`config.mk`:
```
export PLATFORM = sky130hd
export DESIGN_NAME = ipc_mailbox_regs
export DESIGN_NICKNAME = d
export VERILOG_FILES = /design/src/rtl/ipc_mailbox_regs.sv
export SDC_FILE = /design/constraint.sdc
export NUM_CORES = 1
export LEC_CHECK = 0
export ABC_AREA = 1
export BUFFER_PORTS_ARGS = -buffer_cell sky130_fd_sc_hd__buf_4
export CAP_MARGIN = 10
export CORE_MARGIN = 4
export CORE_UTILIZATION = 41
export DETAILED_ROUTE_END_ITERATION = 10
export GPL_TIMING_DRIVEN = 1
export PLACE_DENSITY = 0.79
export SYNTH_ARGS = -nofsm -noshare
export SYNTH_HDL_FRONTEND = slang
export SYNTH_SLANG_ARGS = --single-unit
export TNS_END_PERCENT = 5
```
`constraint.sdc`:
```
create_clock -name clk -period 0.9 [get_ports clk]
set_input_delay 0.045 -clock clk [delete_from_list [all_inputs] [get_ports clk]]
set_output_delay 0.045 -clock clk [all_outputs]
set_load 0.02 [all_outputs]
```
`src/rtl/ipc_mailbox_regs.sv`:
```
module ipc_mailbox_regs #(
  parameter int FLAG_N  = 12,
  parameter int IRQ_N   = 4,
  parameter int SEM_W   = 2,
  parameter int AW      = 5,
  parameter int DW      = 32,
  parameter int KEY_LSB = 4,
  parameter logic [DW-KEY_LSB-1:0] KEY_VAL = 28'h4CE7395
) (
  input  logic          clk,
  input  logic          rst_n,
  input  logic          a_wr,
  input  logic [AW-1:0] a_addr,
  input  logic [DW-1:0] a_wdata,
  output logic [DW-1:0] a_rdata,
  input  logic          b_wr,
  input  logic [AW-1:0] b_addr,
  input  logic [DW-1:0] b_wdata,
  output logic [DW-1:0] b_rdata,
  output logic [IRQ_N-1:0] irq_out
);
  localparam logic [AW-1:0] OFS_STAT = AW'(0);
  localparam logic [AW-1:0] OFS_SET  = AW'(4);
  localparam logic [AW-1:0] OFS_CLR  = AW'(8);
  localparam logic [AW-1:0] OFS_ACK  = AW'(12);
  localparam logic [AW-1:0] OFS_SEM  = AW'(16);

  logic [FLAG_N-1:0] flags;
  logic [SEM_W-1:0]  sem;

  logic a_set, b_set, a_clr, b_clr, a_key, b_key;
  assign a_set = a_wr && (a_addr == OFS_SET);
  assign b_set = b_wr && (b_addr == OFS_SET);
  assign a_clr = a_wr && (a_addr == OFS_CLR || a_addr == OFS_ACK);
  assign b_clr = b_wr && (b_addr == OFS_CLR || b_addr == OFS_ACK);
  assign a_key = a_wr && (a_addr == OFS_SEM) && (a_wdata[DW-1:KEY_LSB] == KEY_VAL);
  assign b_key = b_wr && (b_addr == OFS_SEM) && (b_wdata[DW-1:KEY_LSB] == KEY_VAL);

  logic [FLAG_N-1:0] set_m, clr_m;
  assign set_m = (a_set ? a_wdata[FLAG_N-1:0] : '0) | (b_set ? b_wdata[FLAG_N-1:0] : '0);
  assign clr_m = (a_clr ? a_wdata[FLAG_N-1:0] : '0) | (b_clr ? b_wdata[FLAG_N-1:0] : '0);

  always_ff @(posedge clk or negedge rst_n) begin
    if (!rst_n) flags <= '0;
    else        flags <= (flags | set_m) & ~clr_m;
  end

  always_ff @(posedge clk or negedge rst_n) begin
    if (!rst_n)     sem <= '0;
    else if (a_key) sem <= a_wdata[SEM_W-1:0];
    else if (b_key) sem <= b_wdata[SEM_W-1:0];
  end

  function automatic logic [DW-1:0] rd_mux(input logic [AW-1:0] ad,
                                           input logic [FLAG_N-1:0] f,
                                           input logic [SEM_W-1:0] s);
    case (ad)
      OFS_STAT: rd_mux = DW'(f);
      OFS_SEM:  rd_mux = DW'(s);
      default:  rd_mux = '0;
    endcase
  endfunction

  assign a_rdata = rd_mux(a_addr, flags, sem);
  assign b_rdata = rd_mux(b_addr, flags, sem);
  assign irq_out = flags[IRQ_N-1:0];
endmodule

```
==> summary.md, run 1 <==
| Metric | Value |
|---|---|
| Status | finished, violations left |
| Violated checks | negative setup slack |
| Slew Limit Fails | 0 |
| Register area | approximately 350 sq um |
| Worst Setup End Kind | primary output |
| Crit share post-route | 1.175 |
| Synthesized area | between 1500 and 2000 sq um |
| RePlAce Congestion | approximately 0.83 |
| Fin. Hold Viols | 0 |
| Post-route insts no fill | approximately 510 |
| Unrepaired setup endpoints after global routing | yes |
| Wire per inst | around 13 um |
| Kind of critical path | reg -> out |
| Yosys synthesis warning count | 0 |
| Largest stage delay, worst path | ~0.38 ns |
| Leakage | 1.662 nW |
| Flop-to-flop setup slack | approximately 0.030 ns |
| Post-Place Cells | between 400 and 500 |
| Die Span Y | between 70 and 80 um |
| Initial Utilization | 0.4300 |
| P&R area growth vs syn | 59.00% |
| CP Launch Type | flip-flop |
| Largest net degree at the start of global routing | 15 |
| DRC | 0 |
| Max-cap violations | 0 |
| Cell taking the most area after synthesis | dfrtp_1 |
| Peak VDD IR | about 530 uV |
| Critical path arrival | just over 1 ns |
| DR vias | 2354 |
| Psw | roughly 1.1 mW |
| Clock sink count | 14 |
| Skew-Pair Late Insertion Delay | between 0.2 and 0.3 ns |
| Max Clk Rate | roughly 950 MHz |
| Utilization after layout | 0.6837 |
| Clock H-tree levels | 1 |
| # nets final | 535 |
| Sequential Power Share | 0.314 |
| Area of the multi-input gates | ~1200 sq um |
| Area after DPL | 2744 sq um |
| I/O pins | 146 |
| Yosys top cell area share | 0.1846 |
| Cell Int Power | approximately 1.7 mW |
| DP Worst Slack | -0.2054 ns |
| IO buf count | between 100 and 150 |
| CORE AREA | approximately 4400 sq um |
| Fillcell total | ~380 |
| Final WL | between 6000 and 7000 um |
| CTS Buf Count | 3 |
| Longest Clk Path Bufs | 2 |
| Main area contributors after synthesis | dfrtp_1 18%, buf_4 17%, inv_1 13% |
| Total congestion overflow | 0 |
| Initial antenna violation count | 0 |
| Worst Hold Slack | 0.05441 ns |
| Die Width | approximately 76 um |
| Vias in the first global route | 2340 |
| PD cells | 913.9 nW/um^2 |
| Synth Area per Inst | approximately 6 sq um |
| Final min period | 1.058 ns |
| Setup-failing EPs final | 26 |
| CTS clk-pin slew, worst paths | roughly 0.060 ns |
| Clock root cell | clkbuf_8 |
| Hold Crit Class | in -> reg |
| Clk_skew | 0 ns |
| Total Routing Usage GR | 0.2040 |
| WP data required | ~0.85 ns |
| Final worst slack | -0.1576 ns |
| Design area | 3018 sq um |
| Layout cell share with drive strength beyond 1 | 0.4079 |
| Clock power share | 0.231 |
| Cells after Synth | approximately 320 |
| DP Wirelength | about 5200 um |
| Routed Antenna Nets | 0 |
| Vias per cell | ~4.6 |
| Worst path slowest cell | dfrtp_1 |
| Logic pwr share | 0.456 |
| Cell breakdown of the critical path | inv_2, o22ai_2, buf_6 |
| Die Area | ~5800 sq um |
| DRT iter0 DRCs | roughly 150 |
| Critical Path Fanout Max | 2 |
| Register area share after synthesis | 0.1846 |
| Switching Share | 0.3830 |
| CTS tree | yes |
| # diodes | 0 |
| Row count | 24 |
| Synth cell types | 20 |
| First-pass GRT wire length | roughly 10000 um |
| Register bit count reported by yosys | 14 |
| DR pass1 iterations | 4 |
==> state kept, by name, indices dropped and copies added (netlist names) <==
| register | cells |
|---|---|
| flags | 12 |
| sem | 2 |
==> worst max-delay path, delay by kind of cell, from the launching register on <==
kind / cells / cell delay [ns]
flip-flops: 1 / 0.38
buffers and inverters: 2 / 0.21
AO/OA/AOI/OAI: 1 / 0.18
==> power by group through the flow <==
stage,logic [mW],clock network [mW],registers [mW]
after floorplan,0.768,0,0.826
after global placement,1.08,0,0.855
after detailed placement,1.11,0,0.859
after CTS,1.20,0.624,0.850
after global routing,1.38,0.672,0.879
final,1.26,0.636,0.865
==> path summary, 6_finish.rpt <==
kind                                    start                 end  depth (start not counted)
min reg2reg                flags[5]$_DFF_PN0_  flags[5]$_DFF_PN0_                          2
max in group asynchronous               rst_n  flags[5]$_DFF_PN0_                          2
min in group asynchronous               rst_n  flags[3]$_DFF_PN0_                          2
max                        sem[0]$_DFFE_PN0P_          a_rdata[0]                          3
min                                b_wdata[0]  sem[0]$_DFFE_PN0P_                          3
max reg2reg                flags[1]$_DFF_PN0_  flags[1]$_DFF_PN0_                          3
==> per-stage QoR <==
stage / power, mW / TNS (ns)
after floorplan: 1.594 / 0
after global placement: 1.932 / -4.273
after detailed placement: 1.968 / -5.097
after CTS: 2.677 / -2.396
after global routing: 2.927 / -2.968
final: 2.758 / -1.789
==> cells in the mapped netlist <==
cell type,number
clkbuf_1,2
nand3_1,13
nor3_2,1
nand3_2,3
nor2_1,57
buf_6,1
inv_1,68
o21bai_1,12
conb_1,1
nand4_1,12
inv_2,2
nor2_2,4
nor3_1,3
nor2_4,1
buf_2,3
o22ai_1,28
nand3b_1,1
nand2_1,53
dfrtp_1,14
buf_4,44
==> logic make-up after synthesis <==
| group | after synthesis | share of synthesized area |
|---|---|---|
| flops | 14 | 0.1846 |
| simple gates | 148 | 0.3434 |
| compound gates | 40 | 0.1398 |
| other cells | 1 | 0.001976 |
| buf+inv | 120 | 0.3303 |
==> cells in the final DEF (no fill, tap or decap) <==
cell type        n
dfrtp_1         14
nor2_1          44
nand3_1         11
nand4_1         12
nor2_2          15
buf_4          118
clkbuf_8         4
o22ai_2          4
nand3_4          1
inv_1           55
nor2_4           3
nand2_1         53
nand3_2          4
inv_2           15
dlygate4sd3_1    1
nor3_2           1
conb_1          40
o22ai_1         24
buf_6           21
nand3b_1         1
nor3_1           3
o21bai_1        12
==> routing by layer <==
metal / track usage / share of wire
met4: 0.05338 / 0.020
met5: 0 / 0
met3: 0.04137 / 0.080
met2: 0.3844 / 0.53
met1: 0.2286 / 0.37
==> area by class of cell <==
cell class                 count  area share
timing repair buffer         140      0.3752
sequential                    14      0.1161
multi-input combinational    228      0.3818
clock buffer                   4     0.01824
inverter                      70     0.08706
tap                           52     0.02156
==> repair_timing <==
item / CTS / global route
buffers inserted: 5 / 2
resized for setup: 28 / 28
endpoints found under the setup margin: 24 / 29
pin swaps: 8 / 18
endpoints found under the hold margin: 14 / 0
cloned: 0 / 0
hold buffers: 1 / 0
No activity file was read; power rests on OpenSTA's default activity.
==> run 2, diff against run 1 <==
--- a/config.mk
+++ b/config.mk
@@ -13,6 +13,7 @@
 export DETAILED_ROUTE_END_ITERATION = 10
 export GPL_TIMING_DRIVEN = 1
 export PLACE_DENSITY = 0.79
+export RECOVER_POWER = 100
 export SYNTH_ARGS = -nofsm -noshare
 export SYNTH_HDL_FRONTEND = slang
 export SYNTH_SLANG_ARGS = --single-unit
==> summary.md, run 2 (synthesized netlist as in run 1, its figures left out) <==
| Metric | Value |
|---|---|
| Status | finished, violations left |
| Violated checks | negative setup slack |
| Clock root cell | clkbuf_8 |
| P&R area growth vs syn | 58.34% |
| # nets final | 535 (unchanged) |
| Kind of critical path | reg -> out |
| Cell breakdown of the critical path | inv_2, o22ai_2, buf_6 |
| RePlAce Congestion | 0.8337 (unchanged) |
| First-pass GRT wire length | 10140 um (unchanged) |
| Max reg flops | 12 (unchanged) |
| CP Launch Type | flip-flop |
| Worst Hold Slack | 0.05288 ns (-0.001531 ns) |
| Peak VDD IR | 531.2 uV (+0.30%) |
| Clock power share | 0.231 (about the same) |
| Area after DPL | 2744 sq um (unchanged) |
| Total Routing Usage GR | 0.2040 (unchanged) |
| Max Clk Rate | 940.3 MHz (-0.55%) |
| Final WL | 6521 um (+0.12%) |
| Design area | 3005 sq um (-0.41%) |
| Largest stage delay, worst path | 0.39 ns (about the same) |
| Overall Power | 2.757 mW (about the same) |
| Die Span Y | 76.04 um (unchanged) |
| Largest net degree at the start of global routing | 15 (unchanged) |
| Clock H-tree levels | 1 (unchanged) |
| Longest Clk Path Bufs | 2 (unchanged) |
| CORE AREA | 4414 sq um (unchanged) |
| Psw | 1.058 mW (+0.11%) |
| Total congestion overflow | 0 (unchanged) |
| I/O pins | 146 (unchanged) |
| Largest regs | flags: 12 flops, sem: 2 flops |
| Critical path's top delay family | flip-flops |
| Initial Utilization | 0.4300 (unchanged) |
| DR pass1 iterations | 4 (unchanged) |
| IO buf count | 105 (unchanged) |
| Fin. Hold Viols | 0 (unchanged) |
| Top reg by flops | flags |
| Vias in the first global route | 2340 (unchanged) |
| Logic pwr share | 0.455 (about the same) |
| Leakage | 1.661 nW (about the same) |
| Initial antenna violation count | 0 (unchanged) |
| Routed Antenna Nets | 0 (unchanged) |
| Vias per cell | 4.640 (+0.13%) |
| Worst Setup End Kind | primary output |
| Critical path arrival | 1.02 ns (about the same) |
| Commonest non-fill, non-tap cells in the layout | 117 x buf_4, 55 x inv_1, 53 x nand2_1 |
| CTS Buf Count | 3 (unchanged) |
| DRC | 0 (unchanged) |
| DRT iter0 DRCs | 120 (-19%) |
| Register area | 350.3 sq um (unchanged) |
| DP Wirelength | 5162 um (unchanged) |
| Cell Int Power | 1.699 mW (-0.15%) |
| Hold Crit Class | in -> reg |
| Row count | 24 (unchanged) |
| Area of the multi-input gates | 1142 sq um (-0.87%) |
| Setup-failing EPs final | 26 (unchanged) |
| Max-cap violations | 0 (unchanged) |
| Clock sink count | 14 (unchanged) |
| Wire per inst | 12.84 um (+0.12%) |
| Skew-Pair Late Insertion Delay | 0.25 ns (about the same) |
| CTS tree | yes |
| # diodes | 0 (unchanged) |
| Most common cell after layout, fill and taps aside | buf_4 |
| Critical Path Fanout Max | 2 (unchanged) |
| Unrepaired setup endpoints after global routing | yes |
| Layout cell share with drive strength beyond 1 | 0.4057 (-0.002193) |
| Die Area | 5782 sq um (unchanged) |
| PD cells | 917.3 nW/um^2 (+0.36%) |
| Crit share post-route | 1.182 (+0.006506) |
| Buf/Inv on CP | 2 (unchanged) |
| DR vias | 2357 (+0.13%) |
| CTS clk-pin slew, worst paths | 0.06 ns (about the same) |
| Worst path slowest cell | dfrtp_1 |
| Utilization after layout | 0.6808 (-0.002834) |
| Sequential Power Share | 0.314 (about the same) |
| Clk_skew | 0 ns (unchanged) |
| Fillcell total | 387 (+0.78%) |
| Slew Limit Fails | 0 (unchanged) |
| WP data required | 0.85 ns (about the same) |
| Final worst slack | -0.1635 ns (-0.005855 ns) |
| Final min period | 1.063 ns (+0.005855 ns) |
| DP Worst Slack | -0.2054 ns (unchanged) |
| Switching Share | 0.3836 (+0.0006240) |
| Die Width | 76.04 um (unchanged) |
## run 2: layout make-up
class                   count  area share
flip-flops and latches     14      0.1166
repair buffers            140      0.3759
multi-input cells         228      0.3801
well taps                  52     0.02165
clock buffers               4     0.01832
inverters                  70     0.08743
## run 2: worst paths after layout
kind                                          from                 end  slack [ns]  depth (start not counted)
min in group asynchronous                    rst_n  flags[3]$_DFF_PN0_        0.24                          2
worst max register to register  flags[1]$_DFF_PN0_  flags[1]$_DFF_PN0_        0.03                          3
max in group asynchronous                    rst_n  flags[5]$_DFF_PN0_        0.39                          2
worst max-delay path            sem[0]$_DFFE_PN0P_          a_rdata[0]       -0.16                          3
worst min-delay path                    b_wdata[0]  sem[0]$_DFFE_PN0P_        0.05                          3
worst min register to register  flags[5]$_DFF_PN0_  flags[5]$_DFF_PN0_        0.50                          2
## run 2: layer usage
metal / vias up / wire length, um / GRT usage
met5: - / 0 / 0
met4: 0 / 121 / 0.05338
met3: 13 / 514 / 0.04137
met2: 105 / 3507 / 0.3844
met1: 1046 / 2378 / 0.2286
li1: 1193 / - / -
## run 2: power by group through the flow
stage | clock (mW) | combinational (mW) | sequential [mW]
2_1_floorplan | 0 | 0.768 | 0.826
5_1_grt | 0.672 | 1.37 | 0.879
3_3_place_gp | 0 | 1.08 | 0.855
6_report | 0.638 | 1.25 | 0.866
4_1_cts | 0.624 | 1.20 | 0.850
3_5_place_dp | 0 | 1.11 | 0.859
## run 2: worst reg2reg max path, stage by stage (launching register included)
cell	delay [ns]
dfrtp_1	0.40
buf_4	0.15
o21bai_1	0.16
inv_1	0.05
## run 2: what timing repair did
item / CTS / global route
endpoints found under the setup margin: 24 / 29
hold buffers: 1 / 0
endpoints found under the hold margin: 14 / 0
pin swaps: 8 / 18
buffers inserted: 5 / 2
gates resized for setup: 28 / 28
## run 2: per-stage QoR
step | cells | setup TNS, ns
after floorplan | 362 | 0
after global placement | 497 | -4.273
after detailed placement | 497 | -5.097
after CTS | 506 | -2.396
after global routing | 508 | -3.652
final | 508 | -2.155
